## src/rtl/pqt_pkg.sv

```systemverilog
package pqt_pkg;
   typedef enum logic [1:0] {
      QS_IDLE  = 2'b00,
      QS_FIRST = 2'b01,
      QS_FLUSH = 2'b10,
      QS_NEXT  = 2'b11
   } qstat_e;
endpackage

```

## src/rtl/pqt_fifo.sv

```systemverilog
module pqt_fifo #(
   parameter int DEPTH  = 16,
   parameter int DATA_W = 8,
   localparam int PTR_W = $clog2(DEPTH),
   localparam int CNT_W = PTR_W + 1
) (
   input  logic              clk,
   input  logic              rst_n,
   input  logic              clr,
   input  logic              wr_en,
   input  logic [DATA_W-1:0] wr_data,
   input  logic              rd_en,
   output logic [DATA_W-1:0] rd_data,
   output logic              empty,
   output logic              full,
   output logic [CNT_W-1:0]  count
);
   generate
      if (DEPTH < 2 || (DEPTH & (DEPTH - 1)) != 0) begin : g_bad_depth
         $error("pqt_fifo: DEPTH must be a power of two of at least 2");
      end
   endgenerate

   logic [DATA_W-1:0] mem [DEPTH];
   logic [PTR_W-1:0]  wr_ptr, rd_ptr;
   logic              do_wr, do_rd;

   assign empty   = (count == '0);
   assign full    = (count == CNT_W'(DEPTH));
   assign do_rd   = rd_en && !empty && !clr;
   assign do_wr   = wr_en && !clr && (!full || do_rd);
   assign rd_data = mem[rd_ptr];

   always_ff @(posedge clk) begin
      if (do_wr) mem[wr_ptr] <= wr_data;
   end

   always_ff @(posedge clk) begin
      if (!rst_n || clr) begin
         wr_ptr <= '0;
         rd_ptr <= '0;
         count  <= '0;
      end else begin
         if (do_wr) wr_ptr <= wr_ptr + 1'b1;
         if (do_rd) rd_ptr <= rd_ptr + 1'b1;
         count <= count + CNT_W'(do_wr) - CNT_W'(do_rd);
      end
   end
endmodule

```

## src/rtl/pqt_addr_ctr.sv

```systemverilog
module pqt_addr_ctr #(
   parameter int ADDR_W  = 20,
   parameter int SLICE_W = 4,
   localparam int NSL    = ADDR_W / SLICE_W
) (
   input  logic              clk,
   input  logic              rst_n,
   input  logic              load,
   input  logic [ADDR_W-1:0] load_val,
   input  logic              inc,
   output logic [ADDR_W-1:0] value
);
   generate
      if (SLICE_W < 1 || (ADDR_W % SLICE_W) != 0) begin : g_bad_slice
         $error("pqt_addr_ctr: ADDR_W must be a multiple of SLICE_W");
      end
   endgenerate

   logic [NSL:0] carry;
   assign carry[0] = inc;

   for (genvar g = 0; g < NSL; g++) begin : g_slice
      logic [SLICE_W-1:0] q;
      always_ff @(posedge clk) begin
         if (!rst_n)
            q <= '0;
         else if (load)
            q <= load_val[g*SLICE_W +: SLICE_W];
         else if (carry[g])
            q <= q + 1'b1;
      end
      assign carry[g+1] = carry[g] && (&q);
      assign value[g*SLICE_W +: SLICE_W] = q;
   end
endmodule

```

## src/rtl/pqt_tracker.sv

```systemverilog
module pqt_tracker
   import pqt_pkg::*;
#(
   parameter int ADDR_W  = 20,
   parameter int DATA_W  = 8,
   parameter int DEPTH   = 16,
   parameter int SLICE_W = 4,
   localparam int CNT_W  = $clog2(DEPTH) + 1
) (
   input  logic              clk,
   input  logic              rst_n,
   input  logic              fetch_vld,
   input  logic [ADDR_W-1:0] fetch_addr,
   input  logic [DATA_W-1:0] fetch_byte,
   input  logic [1:0]        qstat,
   output logic              exec_vld,
   output logic [DATA_W-1:0] exec_byte,
   output logic [ADDR_W-1:0] exec_addr,
   output logic              exec_first,
   output logic              underflow
);
   qstat_e            qs;
   logic              is_flush, pop_req, do_pop, do_load;
   logic              reload_pend;
   logic [DATA_W-1:0] q_head;
   logic              q_empty, q_full;
   logic [CNT_W-1:0]  q_count;
   logic [ADDR_W-1:0] ctr_val;

   assign qs       = qstat_e'(qstat);
   assign is_flush = (qs == QS_FLUSH);
   assign pop_req  = (qs == QS_FIRST) || (qs == QS_NEXT);
   assign do_pop   = pop_req && !q_empty;
   assign do_load  = fetch_vld && reload_pend && !is_flush;

   pqt_fifo #(.DEPTH(DEPTH), .DATA_W(DATA_W)) u_fifo (
      .clk     (clk),
      .rst_n   (rst_n),
      .clr     (is_flush),
      .wr_en   (fetch_vld),
      .wr_data (fetch_byte),
      .rd_en   (pop_req),
      .rd_data (q_head),
      .empty   (q_empty),
      .full    (q_full),
      .count   (q_count)
   );

   pqt_addr_ctr #(.ADDR_W(ADDR_W), .SLICE_W(SLICE_W)) u_ctr (
      .clk      (clk),
      .rst_n    (rst_n),
      .load     (do_load),
      .load_val (fetch_addr),
      .inc      (do_pop),
      .value    (ctr_val)
   );

   always_ff @(posedge clk) begin
      if (!rst_n)
         reload_pend <= 1'b1;
      else if (is_flush)
         reload_pend <= 1'b1;
      else if (do_load)
         reload_pend <= 1'b0;
   end

   always_ff @(posedge clk) begin
      if (!rst_n) begin
         exec_vld   <= 1'b0;
         exec_byte  <= '0;
         exec_addr  <= '0;
         exec_first <= 1'b0;
         underflow  <= 1'b0;
      end else begin
         exec_vld <= do_pop;
         if (do_pop) begin
            exec_byte  <= q_head;
            exec_addr  <= ctr_val;
            exec_first <= (qs == QS_FIRST);
         end
         if (pop_req && q_empty) underflow <= 1'b1;
      end
   end
endmodule

```

## config.mk

```make
export PLATFORM = sky130hd
export DESIGN_NAME = pqt_tracker
export DESIGN_NICKNAME = d
export VERILOG_FILES = /design/src/rtl/pqt_pkg.sv /design/src/rtl/pqt_fifo.sv /design/src/rtl/pqt_addr_ctr.sv /design/src/rtl/pqt_tracker.sv
export SDC_FILE = /design/constraint.sdc
export NUM_CORES = 1
export LEC_CHECK = 0
export BUFFER_PORTS_ARGS = -buffer_cell sky130_fd_sc_hd__buf_2
export CORE_ASPECT_RATIO = 1.75
export CORE_UTILIZATION = 64
export CTS_CLUSTER_SIZE = 12
export DETAILED_ROUTE_END_ITERATION = 16
export GPL_ROUTABILITY_DRIVEN = 0
export MAX_ROUTING_LAYER = met4
export PLACE_DENSITY = 0.93
export SLEW_MARGIN = 20
export SYNTH_ARGS = -nofsm -noshare
export SYNTH_HDL_FRONTEND = slang
export SYNTH_SLANG_ARGS = --single-unit
```

## constraint.sdc

```tcl
create_clock -name clk -period 4.7 [get_ports clk]
set_clock_uncertainty 0.05 [all_clocks]
set_input_delay 0.705 -clock clk [delete_from_list [all_inputs] [get_ports clk]]
set_output_delay 0.705 -clock clk [all_outputs]
set_load 0.03 [all_outputs]
```

# --- Word level (Yosys, flattened, before mapping) ---
# Memory sizes are Yosys's and may differ from the RTL's. A register that Yosys moved wholly into a read port is not among the register bits.
# Index checks and enable logic that the tools add are counted.
classes:
  n_addsub: 9
  eq_ne: 4
  mux: 12
  bitwise_logic: 1
  reduce_logical: 30
op_table:
  columns: ["operator", "count"]
  rows:
  - ["$mux 4", 10]
  - ["$add 4x1->4 const B", 7]
  - ["$reduce_and 4->1", 4]
  - ["$logic_and 1x1->1", 11]
  - ["$reduce_bool 2->1", 5]
  - ["$add 5x1->5", 1]
  - ["$eq 5x5->1 const B", 1]
  - ["$logic_not 1->1", 5]
  - ["$logic_not 5->1", 1]
  - ["$sub 5x1->5", 1]
  - ["$eq 2x2->1 const B", 2]
  - ["$logic_or 1x1->1", 3]
  - ["$eq 2x1->1 const B", 1]
  - ["$mux 1", 2]
  - ["$reduce_or 2->1", 1]
  - ["$not 1->1", 1]
totals:
  regBits: 57
  ramBits: 128
  output_inout_bits: 31
  mem_count: 1
memory_table:
  columns: ["name", "words", "word_bits", "rd", "rd_ports_with_merged_regs", "write_ports", "line_no", "text"]
  rows:
  - ["u_fifo.mem", 16, 8, 1, 1, 1, "pqt_fifo.sv:24", "logic [DATA_W-1:0] mem [DEPTH];"]

# --- Depth between registers and ports, before layout ---
# Gate-level depths: netlist of the first run.
depth:
  depth_word: 9
  depth_mapped: 16

# --- Cells and area by module ---
# From an unflattened synthesis of the first run, not the netlist that was laid out.
hier_totals:
  hier_cells: 573
  hier_area_um2: 8260.4
modules_own_cells:
  columns: ["mod", "instances", "cells_each", "area_per_inst_um2", "seq_area_each_um2"]
  rows:
  - ["pqt_fifo", 1, 309, 5878.1, 4184.0]
  - ["pqt_tracker", 1, 139, 1313.8, 640.6]
  - ["pqt_addr_ctr", 1, 125, 1068.5, 400.4]

# --- Least setup slack after synthesis of the first run ---
# No wires, ideal clock.
synth_timing:
  path_kind: "reg2reg"
  start: "register u_fifo.count[3]"
  end: "register u_fifo.count[4]"
  setup_ns: 0.121
  arrival_ns: 2.950
  required_time_ns: 4.529
  path_slack_ns: 1.579
  path_stages_with_launch: 17
  n_path_buf: 2
  period_less_slack_ns: 3.121
  path_cell_list: "dfxtp_1 -> inv_1 -> ha_1 -> or4b_1 -> clkbuf_1 -> nand2_1 -> inv_2 -> clkbuf_1 -> ha_1 -> inv_1 -> ha_1 -> inv_1 -> fa_1 -> nand2b_1 -> a21oi_1 -> o21ai_0 -> nor3b_1"
synth_between:
  elab_chain_cells: 8
  word_cells_on_any_way: 10
  classes_between: "add/sub: 2; eq/ne: 1; reduce/logical: 7"
synth_rtl:
  columns: ["element", "line_no", "text"]
  rows:
  - ["from (decl)", "pqt_fifo.sv:16", "output logic [CNT_W-1:0] count"]
  - ["from (signal assigned)", "pqt_fifo.sv:46", "count <= count + CNT_W'(do_wr) - CNT_W'(do_rd);"]
  - ["$logic_not 5->1 *", "pqt_fifo.sv:28", "assign empty = (count == '0);"]
  - ["$logic_not 1->1 *", "pqt_fifo.sv:30", "assign do_rd = rd_en && !empty && !clr;"]
  - ["$logic_and 1x1->1 * (2 in a row)", "pqt_fifo.sv:30", null]
  - ["net u_fifo.do_rd", "pqt_fifo.sv:26", "logic do_wr, do_rd;"]
  - ["$logic_or 1x1->1", "pqt_fifo.sv:31", "assign do_wr = wr_en && !clr && (!full || do_rd);"]
  - ["$logic_and 1x1->1", "pqt_fifo.sv:31", null]
  - ["$add 5x1->5", "pqt_fifo.sv:46", null]
  - ["$sub 5x1->5 *", "pqt_fifo.sv:46", null]
# The timed path passes the listed nets; every way through them passes the cells marked *.
# A chain may end at the register's enable or synchronous reset.

# --- Worst setup path in the final report of the first run ---
layout_timing:
  start: "register u_fifo.count[3]"
  end: "register u_fifo.count[4]"
layout_between:
  elab_chain_cells: 8
  word_cells_on_any_way: 10
  classes_between: "add/sub: 2; eq/ne: 1; reduce/logical: 7"
layout_rtl:
  columns: ["element", "line_no"]
  rows:
  - ["$logic_not 5->1", "pqt_fifo.sv:28"]
  - ["$logic_not 1->1", "pqt_fifo.sv:30"]
  - ["$logic_and 1x1->1 (2 in a row)", "pqt_fifo.sv:30"]
  - ["$logic_or 1x1->1", "pqt_fifo.sv:31"]
  - ["$logic_and 1x1->1", "pqt_fifo.sv:31"]
  - ["$add 5x1->5", "pqt_fifo.sv:46"]
  - ["$sub 5x1->5 *", "pqt_fifo.sv:46"]
# Mark *: on every way between the ends. The rest lies on a longest branch, timed or not.

==> results of run 1 <==
worst min-delay path: stages, from the launching register on:
cell and delay [ns]:
dfxtp_1 0.31, nand2_1 0.05, a21oi_1 0.05
registers in the layout, indices dropped and copies added, names as in the netlist:
name             count
u_fifo.wr_ptr        4
exec_byte            8
u_fifo.count         5
exec_vld             1
u_fifo.mem         128
reload_pend          1
u_fifo.rd_ptr        4
u_ctr.g_slice.q     20
exec_addr           20
exec_first           1
underflow            1
kinds of logic after synthesis:
family                   after synthesis  share of synthesized area, %
adder cells (fa/ha/maj)               17                         2.828
AO/OA/AOI/OAI                         81                         6.202
AND/OR/NAND/NOR                      146                         8.981
flip-flops                           193                         66.07
buffers and inverters                 47                         2.442
XOR/XNOR                              17                         1.912
multiplexers                          50                         11.57
cell type report:
type                    count  area, um2  share of cell area [%]
clock buffers              18      429.2                   4.876
multi-input cells         311       2472                   28.09
clock inverters            14      185.2                   2.104
repair buffers             67      345.3                   3.923
inverters                  14      52.55                  0.5970
flip-flops and latches    193       5146                   58.46
well taps                 137      171.4                   1.947
metal layers:
metal | routed length [um] | up-vias
met4 | 1021 | 0
met1 | 6070 | 2465
li1 | - | 2178
met3 | 1081 | 76
met2 | 9463 | 305
met5 | 0 | -
cells in the mapped netlist (2+ instances only):
master	count	area share, %
a211oi_1	6	0.58
a21oi_1	34	2.2
a311oi_1	2	0.22
a31oi_1	6	0.48
and3_1	2	0.16
buf_1	4	0.19
buf_2	7	0.45
clkbuf_1	20	0.96
dfxtp_1	65	17
edfxtp_1	128	49
ha_1	16	2.6
inv_1	13	0.63
mux2i_1	18	2.3
mux4_2	32	9.3
nand2_1	57	2.7
nand2b_1	7	0.56
nand3_1	22	1.4
nor2_1	30	1.4
nor3_1	8	0.51
nor3b_1	3	0.29
o21ai_0	19	1.2
o221ai_1	8	0.90
o31ai_1	2	0.19
or3_1	5	0.40
or4_1	2	0.19
xnor2_1	12	1.3
xor2_1	5	0.56
worst paths after layout:
kind | end | depth (start not counted) | slack, ns
hold / removal | exec_addr[10]$_SDFFE_PN0P_ | 2 | 0.40
setup / recovery | u_fifo.count[4]$_SDFF_PP0_ | 14 | 1.29
setup reg to reg | u_fifo.count[4]$_SDFF_PP0_ | 14 | 1.29
hold reg to reg | exec_addr[10]$_SDFFE_PN0P_ | 2 | 0.40
power by group through the flow:
stage	clock network, uW	registers [uW]	logic (uW)
detailed placement	0	2050	706
floorplan	0	2100	448
CTS	1500	2010	729
global route	1560	2030	790
global placement	0	2040	670
finish	1490	2020	738
per-stage QoR:
step | instance area [um2] | util [%]
final | 8802 | 73.74
after global routing | 8802 | 73.74
after CTS | 8782 | 73.57
after detailed placement | 8168 | 68.43
after global placement | 8168 | 68.43
after floorplan | 7787 | -
==> results by group, run 1 <==
Timing
  – Worst Tran Pin Value: 1.053 ns
  – Hold WS: 0.4045 ns
  – Final setup vio count: 0
  – Min Clock Period, post-route: 3.406 ns
  – Unrepaired setup endpoints after global routing: false
  – Final Slew Violations: 0
  – Final Cycle Share: 72.46%
  – Slew HR: 29.68%
  – Worst Setup Slack, final: 1.294 ns
  – Max frequency: 0.2936 GHz
  – Setup_tns: 0 ns
  – Final hold vios: 0

CTS
  – Root buf cell: clkbuf_16
  – CTS tree: built
  – Worst-path clk slew: about 0.07 ns
  – Clock latency on the worst-skew pair: 0.43 ns
  – CTS sink count: 193
  – TritonCTS buffer count: 17
  – Hold bufs inserted after CTS: 0
  – CTS H-tree lvls: 4
  – Buffer count from post-CTS setup fixing: 0
  – Post-CTS sizing: 0
  – Clock Path Buffers: 2

Run status
  – Status: finished clean

Cells and area
  – Final Non-Filler Cells: 754
  – Commonest non-fill, non-tap cell in the layout: edfxtp_1
  – Net count, final: 654
  – Antenna cells: 0
  – Layout cells sized above 1: 22.69%
  – Fill cell count: 691
  – Layout area overhead: 13.03%
  – Most frequent cells in the layout: edfxtp_1, dfxtp_1, buf_2

Critical path
  – CP endpoint kind: flop
  – CP top delay family: adder cells
  – Slowest Stage Delay on Critical Path: around 0.54 ns
  – Crit path kind: flop to flop
  – Worst path arrival time: between 3 and 4 ns
  – Slowest CP cell: or4b_1
  – WP buf/inv: 4
  – CP cell instances: inv_1, ha_1, or4b_1, nand2_1, inv_2, ha_1, inv_1, ha_1, inv_1, fa_1, nand2b_1, a21oi_1, o21ai_0, nor3b_1
  – CP Launch Type: flop
  – CP startpoint: u_fifo.count[3]$_SDFF_PP0_
  – CP Max Fanout: 28
  – WP data required: around 5 ns
  – R2R Path Start: u_fifo.count[3]$_SDFF_PP0_

Detailed routing
  – DR DRC count: 0
  – DRT iter0 DRCs: around 390
  – WL/cell: 23.39 um
  – ANT nets after route: 0
  – Drt first pass iters: 8
  – Via density: 6.663
  – Final WL: 17.64 mm
  – Routed vias: 5,024

Place
  – Port Buffers: 63
  – DPL Wire Length: 11.40 mm
  – DP Worst Slack: about 1.5 ns
  – Dpl cells: 722

Die
  – Row count: 53
  – DIE WIDTH: ~85 um
  – Core Box Area: 0.01194 mm2
  – Die Ht: between 100 and 150 um
  – IO Pins: 64
  – Die Area: 0.01263 mm2
  – Initial Util: 65.24%

Logic synthesis
  – Ys flop type: edfxtp_1
  – Post-synth EDFFs: 128
  – Synth cell types: 45
  – Mapped Cells: 551
  – Total nets after synthesis: 601
  – Mean Syn Cell Area: 14.13 um2
  – Seq/Total Area, Yosys: 66.07%
  – Fraction of registers with async set/reset: 0%
  – Seq cells post-synth: between 150 and 200
  – Synth Cell Area: roughly 0.008 mm2
  – Ys Warns: 0

Min path
  – Hold/Removal Path Class: flop to flop
  – Hold Startpoint: exec_addr[10]$_SDFFE_PN0P_

GRT
  – GRT Util Overall: 30.53%
  – GRT Max-Usage Layer: met2
  – GR Util met1: 32.70%
  – Pin count of the biggest net entering global routing: 35
  – Vias in the first global route: 5,060
  – Met2 Use GR: between 50% and 60%
  – M3 GR Usage: 6.198%
  – Total gr overflow: 0
  – Initial antenna violation count: 0
  – First-pass GRT wire length: 27.24 mm

Power
  – Leakage: 0.003017 uW
  – Internal: approximately 3000 uW
  – Gate power share: 17.4%
  – Clock Power Share: a little over a third
  – Peak supply drop: 0.2998 mV
  – Power density cells: 481.8 mW/mm2
  – Switch Pwr: 1247 uW
  – Reg power frac: a little under half
  – Total power: 4240 uW
  – Sw frac: 29.41%

Run
  – Max-cap violations: 0
Power figures use the tool's default switching activity.
==> inputs of run 2 (changes only) <==
--- a/config.mk
+++ b/config.mk
@@ -7,12 +7,12 @@
 export LEC_CHECK = 0
 export BUFFER_PORTS_ARGS = -buffer_cell sky130_fd_sc_hd__buf_2
 export CORE_ASPECT_RATIO = 1.75
-export CORE_UTILIZATION = 64
+export CORE_UTILIZATION = 59
 export CTS_CLUSTER_SIZE = 12
 export DETAILED_ROUTE_END_ITERATION = 16
 export GPL_ROUTABILITY_DRIVEN = 0
 export MAX_ROUTING_LAYER = met4
-export PLACE_DENSITY = 0.93
+export PLACE_DENSITY = 0.88
 export SLEW_MARGIN = 20
 export SYNTH_ARGS = -nofsm -noshare
 export SYNTH_HDL_FRONTEND = slang
==> constraint.sdc (replaced) <==
create_clock -name clk -period 3.3 [get_ports clk]
set_clock_uncertainty 0.05 [all_clocks]
set_input_delay 0.495 -clock clk [delete_from_list [all_inputs] [get_ports clk]]
set_output_delay 0.495 -clock clk [all_outputs]
set_load 0.03 [all_outputs]
==> run 2 against run 1 <==
Compared with the run above:
- register-to-register slack lost 1.0 ns
- maximum frequency up 12%
- hold slack got worse by 0.19 ns
- first-iteration DRC count decreased by 8.6%
- critical path type unchanged
- largest power group unchanged
==> results by group, run 2 (same netlist as run 1, synthesis figures left out) <==
Min path
  – Hold/Removal Path Class: primary input to flop

Detailed routing
  – Final WL: 18.03 mm (+2.2%)
  – Metal2 WL: 10.08 mm (+6.5%)
  – Routed vias: 4,938 (-1.7%)
  – Met1 Wirelength: 6.028 mm (-0.69%)
  – ANT nets after route: 0 (unchanged)
  – DRT iter0 DRCs: 352 (-8.6%)
  – Drt first pass iters: 5 (-3)
  – Via density: 6.165 (-7.5%)
  – WL/cell: 22.51 um (-3.8%)
  – Uppermost layer routed: met4
  – DR DRC count: 0 (unchanged)
  – Met3 wire length: 1.043 mm (-3.5%)

Cells and area
  – Largest Register: u_fifo.mem
  – Max reg flops: 128 (unchanged)
  – Antenna cells: 0 (unchanged)
  – Commonest non-fill, non-tap cell in the layout: edfxtp_1
  – Layout area overhead: 14.77%
  – Net count, final: 667 (+2.0%)
  – Layout cells sized above 1: 23.97% (+1.3 points)
  – Most frequent cells in the layout: edfxtp_1, dfxtp_1, buf_2
  – Final Instance Area: 0.008937 mm2 (+1.5%)
  – Biggest regs: u_fifo.mem: 128 flops, exec_addr: 20 flops, u_ctr.g_slice.q: 20 flops

CTS
  – Clock latency on the worst-skew pair: 0.43 ns (about the same)
  – Hold bufs inserted after CTS: 0 (unchanged)
  – CTS tree: built
  – Worst-path clk slew: 0.08 ns (about the same)
  – CTS H-tree lvls: 4 (unchanged)
  – Root buf cell: clkbuf_16
  – TritonCTS buffer count: 17 (unchanged)
  – Post-CTS sizing: 0 (unchanged)
  – Clock Path Buffers: 2 (unchanged)
  – Buffer count from post-CTS setup fixing: 0 (unchanged)
  – CTS sink count: 193 (unchanged)

GRT
  – GRT Util Overall: 29.08% (-1.4 points)
  – Initial antenna violation count: 0 (unchanged)
  – Total gr overflow: 0 (unchanged)
  – First-pass GRT wire length: 27.50 mm (+0.96%)
  – Vias in the first global route: 5,200 (+2.8%)
  – Pin count of the biggest net entering global routing: 36 (+2.9%)

Timing
  – Setup_tns: 0 ns (unchanged)
  – Final hold vios: 0 (unchanged)
  – Unrepaired setup endpoints after global routing: false
  – Final Cycle Share: 92.13% (+20 points)
  – Final Slew Violations: 0 (unchanged)
  – Max frequency: 0.3289 GHz (+12%)
  – Final setup vio count: 0 (unchanged)
  – Worst Tran Pin Value: 0.8805 ns (-0.1728 ns)
  – Min Clock Period, post-route: 3.040 ns (-0.3655 ns)
  – Slew HR: 41.08% (+11 points)

Die
  – Die Area: 0.01368 mm2 (+8.3%)
  – DIE WIDTH: 88.85 um (+4.1%)
  – Core Box Area: 0.01287 mm2 (+7.8%)
  – Initial Util: 60.52% (-4.7 points)
  – IO Pins: 64 (unchanged)
  – Row count: 55 (+3.8%)
  – Die Ht: 154.0 um (+4.1%)

Critical path
  – Crit path kind: flop to flop
  – WP data required: 3.56 ns (-1.39 ns)
  – CP Launch Type: flop
  – Worst path arrival time: 3.30 ns (-0.36 ns)
  – CP Max Fanout: 5 (-82%)
  – CP endpoint kind: flop
  – R2R setup slack: 0.26 ns (-1.03 ns)

Place
  – DPL Wire Length: 11.54 mm (+1.3%)
  – Area after DPL: 0.008320 mm2 (+1.9%)
  – Port Buffers: 63 (unchanged)

Power
  – Leakage: 0.003066 uW (+1.6%)
  – Peak supply drop: 0.4503 mV (+50%)
  – Power density cells: 678.6 mW/mm2 (+41%)
  – Total power: 6065 uW (+43%)

Run
  – Max-cap violations: 0 (unchanged)

Run status
  – Status: finished clean
==> run 2: cell types whose count changed in the layout (fill, tap and decap cells not counted), sizes merged <==
cell	change
buf	+13
clkbuf	-1
clkinvlp	+1
==> run 2: through the flow <==
stage | cells | hold slack [ns] | util, % | setup slack, ns
4_1_cts | 801 | 0.2004 | 69.44 | 0.2710
5_1_grt | 801 | 0.2024 | 69.45 | 0.1427
3_3_place_gp | 769 | 0.3909 | 64.66 | 0.4397
3_5_place_dp | 769 | 0.3946 | 64.66 | 0.2864
2_1_floorplan | 551 | 0.3901 | - | 0.1790
6_report | 801 | 0.2131 | 69.45 | 0.2597
==> run 2: metal layers <==
| metal | vias to the layer above | GRT usage, % |
|---|---|---|
| met2 | 259 | 51.21 |
| met3 | 73 | 6.388 |
| met1 | 2407 | 28.91 |
| met5 | - | - |
| li1 | 2199 | - |
| met4 | 0 | 15.51 |
==> run 2: report_power, final <==
group	internal, uW	switching (uW)
registers	2720	150
logic	409	668
clock network	1160	963
==> run 2: layout make-up <==
type	instances	area, um2
clock buffer	17	425.4
clock inverter	15	190.2
fill	805	3931
inverter	14	52.55
multi-input combinational	311	2452
sequential	193	5147
tap	171	214.0
timing repair buffer	80	455.4
==> run 2: worst paths after layout <==
check                             startpoint  depth (start not counted)                         end
setup / recovery  u_fifo.count[3]$_SDFF_PP0_                         14  u_fifo.count[4]$_SDFF_PP0_
hold / removal                      qstat[1]                          2     exec_first$_SDFFE_PN0P_
setup reg to reg  u_fifo.count[3]$_SDFF_PP0_                         14  u_fifo.count[4]$_SDFF_PP0_
hold reg to reg    exec_addr[9]$_SDFFE_PN0P_                          2   exec_addr[9]$_SDFFE_PN0P_
==> run 2: worst max-delay path: stages, from the launching register on <==
cell,delay [ns]
dfxtp_1,0.33
inv_1,0.10
ha_1,0.18
or4b_1,0.54
nand2_1,0.15
inv_2,0.04
ha_1,0.26
inv_1,0.06
ha_1,0.16
inv_1,0.05
fa_1,0.39
nand2b_1,0.16
a21oi_1,0.20
o21ai_0,0.10
nor3b_1,0.14
==> inputs of run 3 (changes only) <==
--- a/config.mk
+++ b/config.mk
@@ -8,11 +8,13 @@
 export BUFFER_PORTS_ARGS = -buffer_cell sky130_fd_sc_hd__buf_2
 export CORE_ASPECT_RATIO = 1.75
 export CORE_UTILIZATION = 59
+export CTS_BUF_LIST = sky130_fd_sc_hd__clkbuf_16
 export CTS_CLUSTER_SIZE = 12
 export DETAILED_ROUTE_END_ITERATION = 16
 export GPL_ROUTABILITY_DRIVEN = 0
 export MAX_ROUTING_LAYER = met4
 export PLACE_DENSITY = 0.88
+export RECOVER_POWER = 25
 export SLEW_MARGIN = 20
 export SYNTH_ARGS = -nofsm -noshare
 export SYNTH_HDL_FRONTEND = slang
==> run 3 against run 2 <==
Compared with the run above:
- count of clock-buffer cells in the layout stayed put
- maximum frequency is essentially flat
- clock power about the same
- setup slack about the same
- design area barely moved
- via count is the same
- global-route usage did not move
- largest power group unchanged
==> results by group, run 3 (same netlist as run 1, synthesis figures left out) <==
Power
  – Leakage: 0.003047 uW (-0.63%)
  – Power density cells: 678.9 mW/mm2 (about the same)
  – Peak supply drop: 0.4502 mV (about the same)

Cells and area
  – Most frequent cells in the layout: edfxtp_1, dfxtp_1, nand2_1
  – Final Util: 69.38% (about the same)
  – Biggest regs: u_fifo.mem: 128 flops, exec_addr: 20 flops, u_ctr.g_slice.q: 20 flops
  – Antenna cells: 0 (unchanged)
  – Layout area overhead: 14.65% (about the same)
  – Commonest non-fill, non-tap cell in the layout: edfxtp_1
  – Max reg flops: 128 (unchanged)
  – Largest Register: u_fifo.mem
  – Fill cell count: 810 (+0.62%)
  – Net count, final: 667 (unchanged)
  – Layout cells sized above 1: 22.86% (-1.1 points)

Critical path
  – CP endpoint kind: flop
  – WP data required: 3.56 ns (about the same)
  – CP Launch Type: flop
  – WP buf/inv: 4 (unchanged)
  – Crit path kind: flop to flop
  – CP top delay family: simple AND/OR/NAND/NOR gates
  – Slowest Stage Delay on Critical Path: 0.54 ns (about the same)
  – CP Max Fanout: 5 (unchanged)
  – CP cell instances: inv_1, ha_1, or4b_1, nand2_1, inv_2, ha_1, inv_1, ha_1, inv_1, fa_1, nand2b_1, a21oi_1, o21ai_0, nor3b_1
  – R2R setup slack: 0.26 ns (about the same)
  – Worst path arrival time: 3.30 ns (about the same)
  – Slowest CP cell: or4b_1

CTS
  – Buffer count from post-CTS setup fixing: 0 (unchanged)
  – Clock Path Buffers: 2 (unchanged)
  – Post-CTS sizing: 0 (unchanged)
  – Root buf cell: clkbuf_16
  – TritonCTS buffer count: 17 (unchanged)
  – CTS tree: built
  – Hold bufs inserted after CTS: 0 (unchanged)
  – Worst-path clk slew: 0.08 ns (about the same)
  – CTS H-tree lvls: 4 (unchanged)
  – Clock latency on the worst-skew pair: 0.43 ns (about the same)
  – CTS sink count: 193 (unchanged)

Detailed routing
  – Drt first pass iters: 5 (unchanged)
  – Final WL: 18.03 mm (unchanged)
  – Via density: 6.165 (unchanged)
  – DR DRC count: 0 (unchanged)
  – WL/cell: 22.51 um (unchanged)
  – ANT nets after route: 0 (unchanged)
  – DRT iter0 DRCs: 350 (-0.57%)
  – Routed vias: 4,938 (unchanged)

Timing
  – Setup_tns: 0 ns (unchanged)
  – Final Slew Violations: 0 (unchanged)
  – Final setup vio count: 0 (unchanged)
  – Final Cycle Share: 92.13% (about the same)
  – Final hold vios: 0 (unchanged)
  – Slew HR: 40.13% (-0.95 points)
  – Min Clock Period, post-route: 3.040 ns (-0.0001380 ns)
  – Max frequency: 0.3289 GHz (about the same)
  – Worst Tran Pin Value: 0.8947 ns (+0.01415 ns)
  – Unrepaired setup endpoints after global routing: false

Min path
  – Hold/Removal Path Class: primary input to flop

Run
  – Max-cap violations: 0 (unchanged)

Place
  – DPL Wire Length: 11.54 mm (unchanged)
  – Port Buffers: 63 (unchanged)

Die
  – Die Ht: 154.0 um (unchanged)
  – Row count: 55 (unchanged)
  – Die Area: 0.01368 mm2 (unchanged)
  – Core Box Area: 0.01287 mm2 (unchanged)
  – IO Pins: 64 (unchanged)
  – Initial Util: 60.52% (unchanged)
  – DIE WIDTH: 88.85 um (unchanged)

GRT
  – Pin count of the biggest net entering global routing: 36 (unchanged)
  – Total gr overflow: 0 (unchanged)
  – Initial antenna violation count: 0 (unchanged)
  – Vias in the first global route: 5,200 (unchanged)
  – First-pass GRT wire length: 27.50 mm (unchanged)
  – GRT Util Overall: 29.08% (unchanged)

Run status
  – Status: finished clean
[run 3: final timing paths]
path / end / cells past startpoint / from
worst max-delay path: u_fifo.count[4]$_SDFF_PP0_ / 14 / u_fifo.count[3]$_SDFF_PP0_
worst min register to register: exec_addr[9]$_SDFFE_PN0P_ / 2 / exec_addr[9]$_SDFFE_PN0P_
worst max register to register: u_fifo.count[4]$_SDFF_PP0_ / 14 / u_fifo.count[3]$_SDFF_PP0_
worst min-delay path: exec_first$_SDFFE_PN0P_ / 2 / qstat[1]
[run 3: routing by layer]
| layer | routed length, um | global-route usage (%) | vias to the layer above |
|---|---|---|---|
| li1 | - | - | 2201 |
| met1 | 6035 | 28.91 | 2412 |
| met2 | 10080 | 51.21 | 254 |
| met3 | 1044 | 6.388 | 71 |
| met4 | 873 | 15.51 | 0 |
| met5 | 0 | - | - |
[run 3: stage by stage]
step	hold slack (ns)	worst slack [ns]	cell area, um2	power (uW)	cells
after floorplan	0.3901	0.1790	7787	3623	551
after global placement	0.3909	0.4397	8320	3895	769
after detailed placement	0.3946	0.2864	8320	3959	769
after CTS	0.2004	0.2710	8936	6076	801
after global routing	0.2024	0.1427	8929	6260	801
final	0.2132	0.2599	8929	6062	801
[run 3: where the power goes]
part	total, uW	internal (uW)	switching [uW]
registers	2870	2720	151
logic	1070	408	667
clock network	2120	1160	961
[run 3: cell type report]
type / count / area [um2] / area share [%]
clock buffer: 17 / 425.4 / 4.765
multi-input combinational: 311 / 2452 / 27.47
tap: 171 / 214.0 / 2.396
sequential: 193 / 5147 / 57.65
inverter: 14 / 52.55 / 0.5886
timing repair buffer: 80 / 446.7 / 5.003
clock inverter: 15 / 190.2 / 2.130
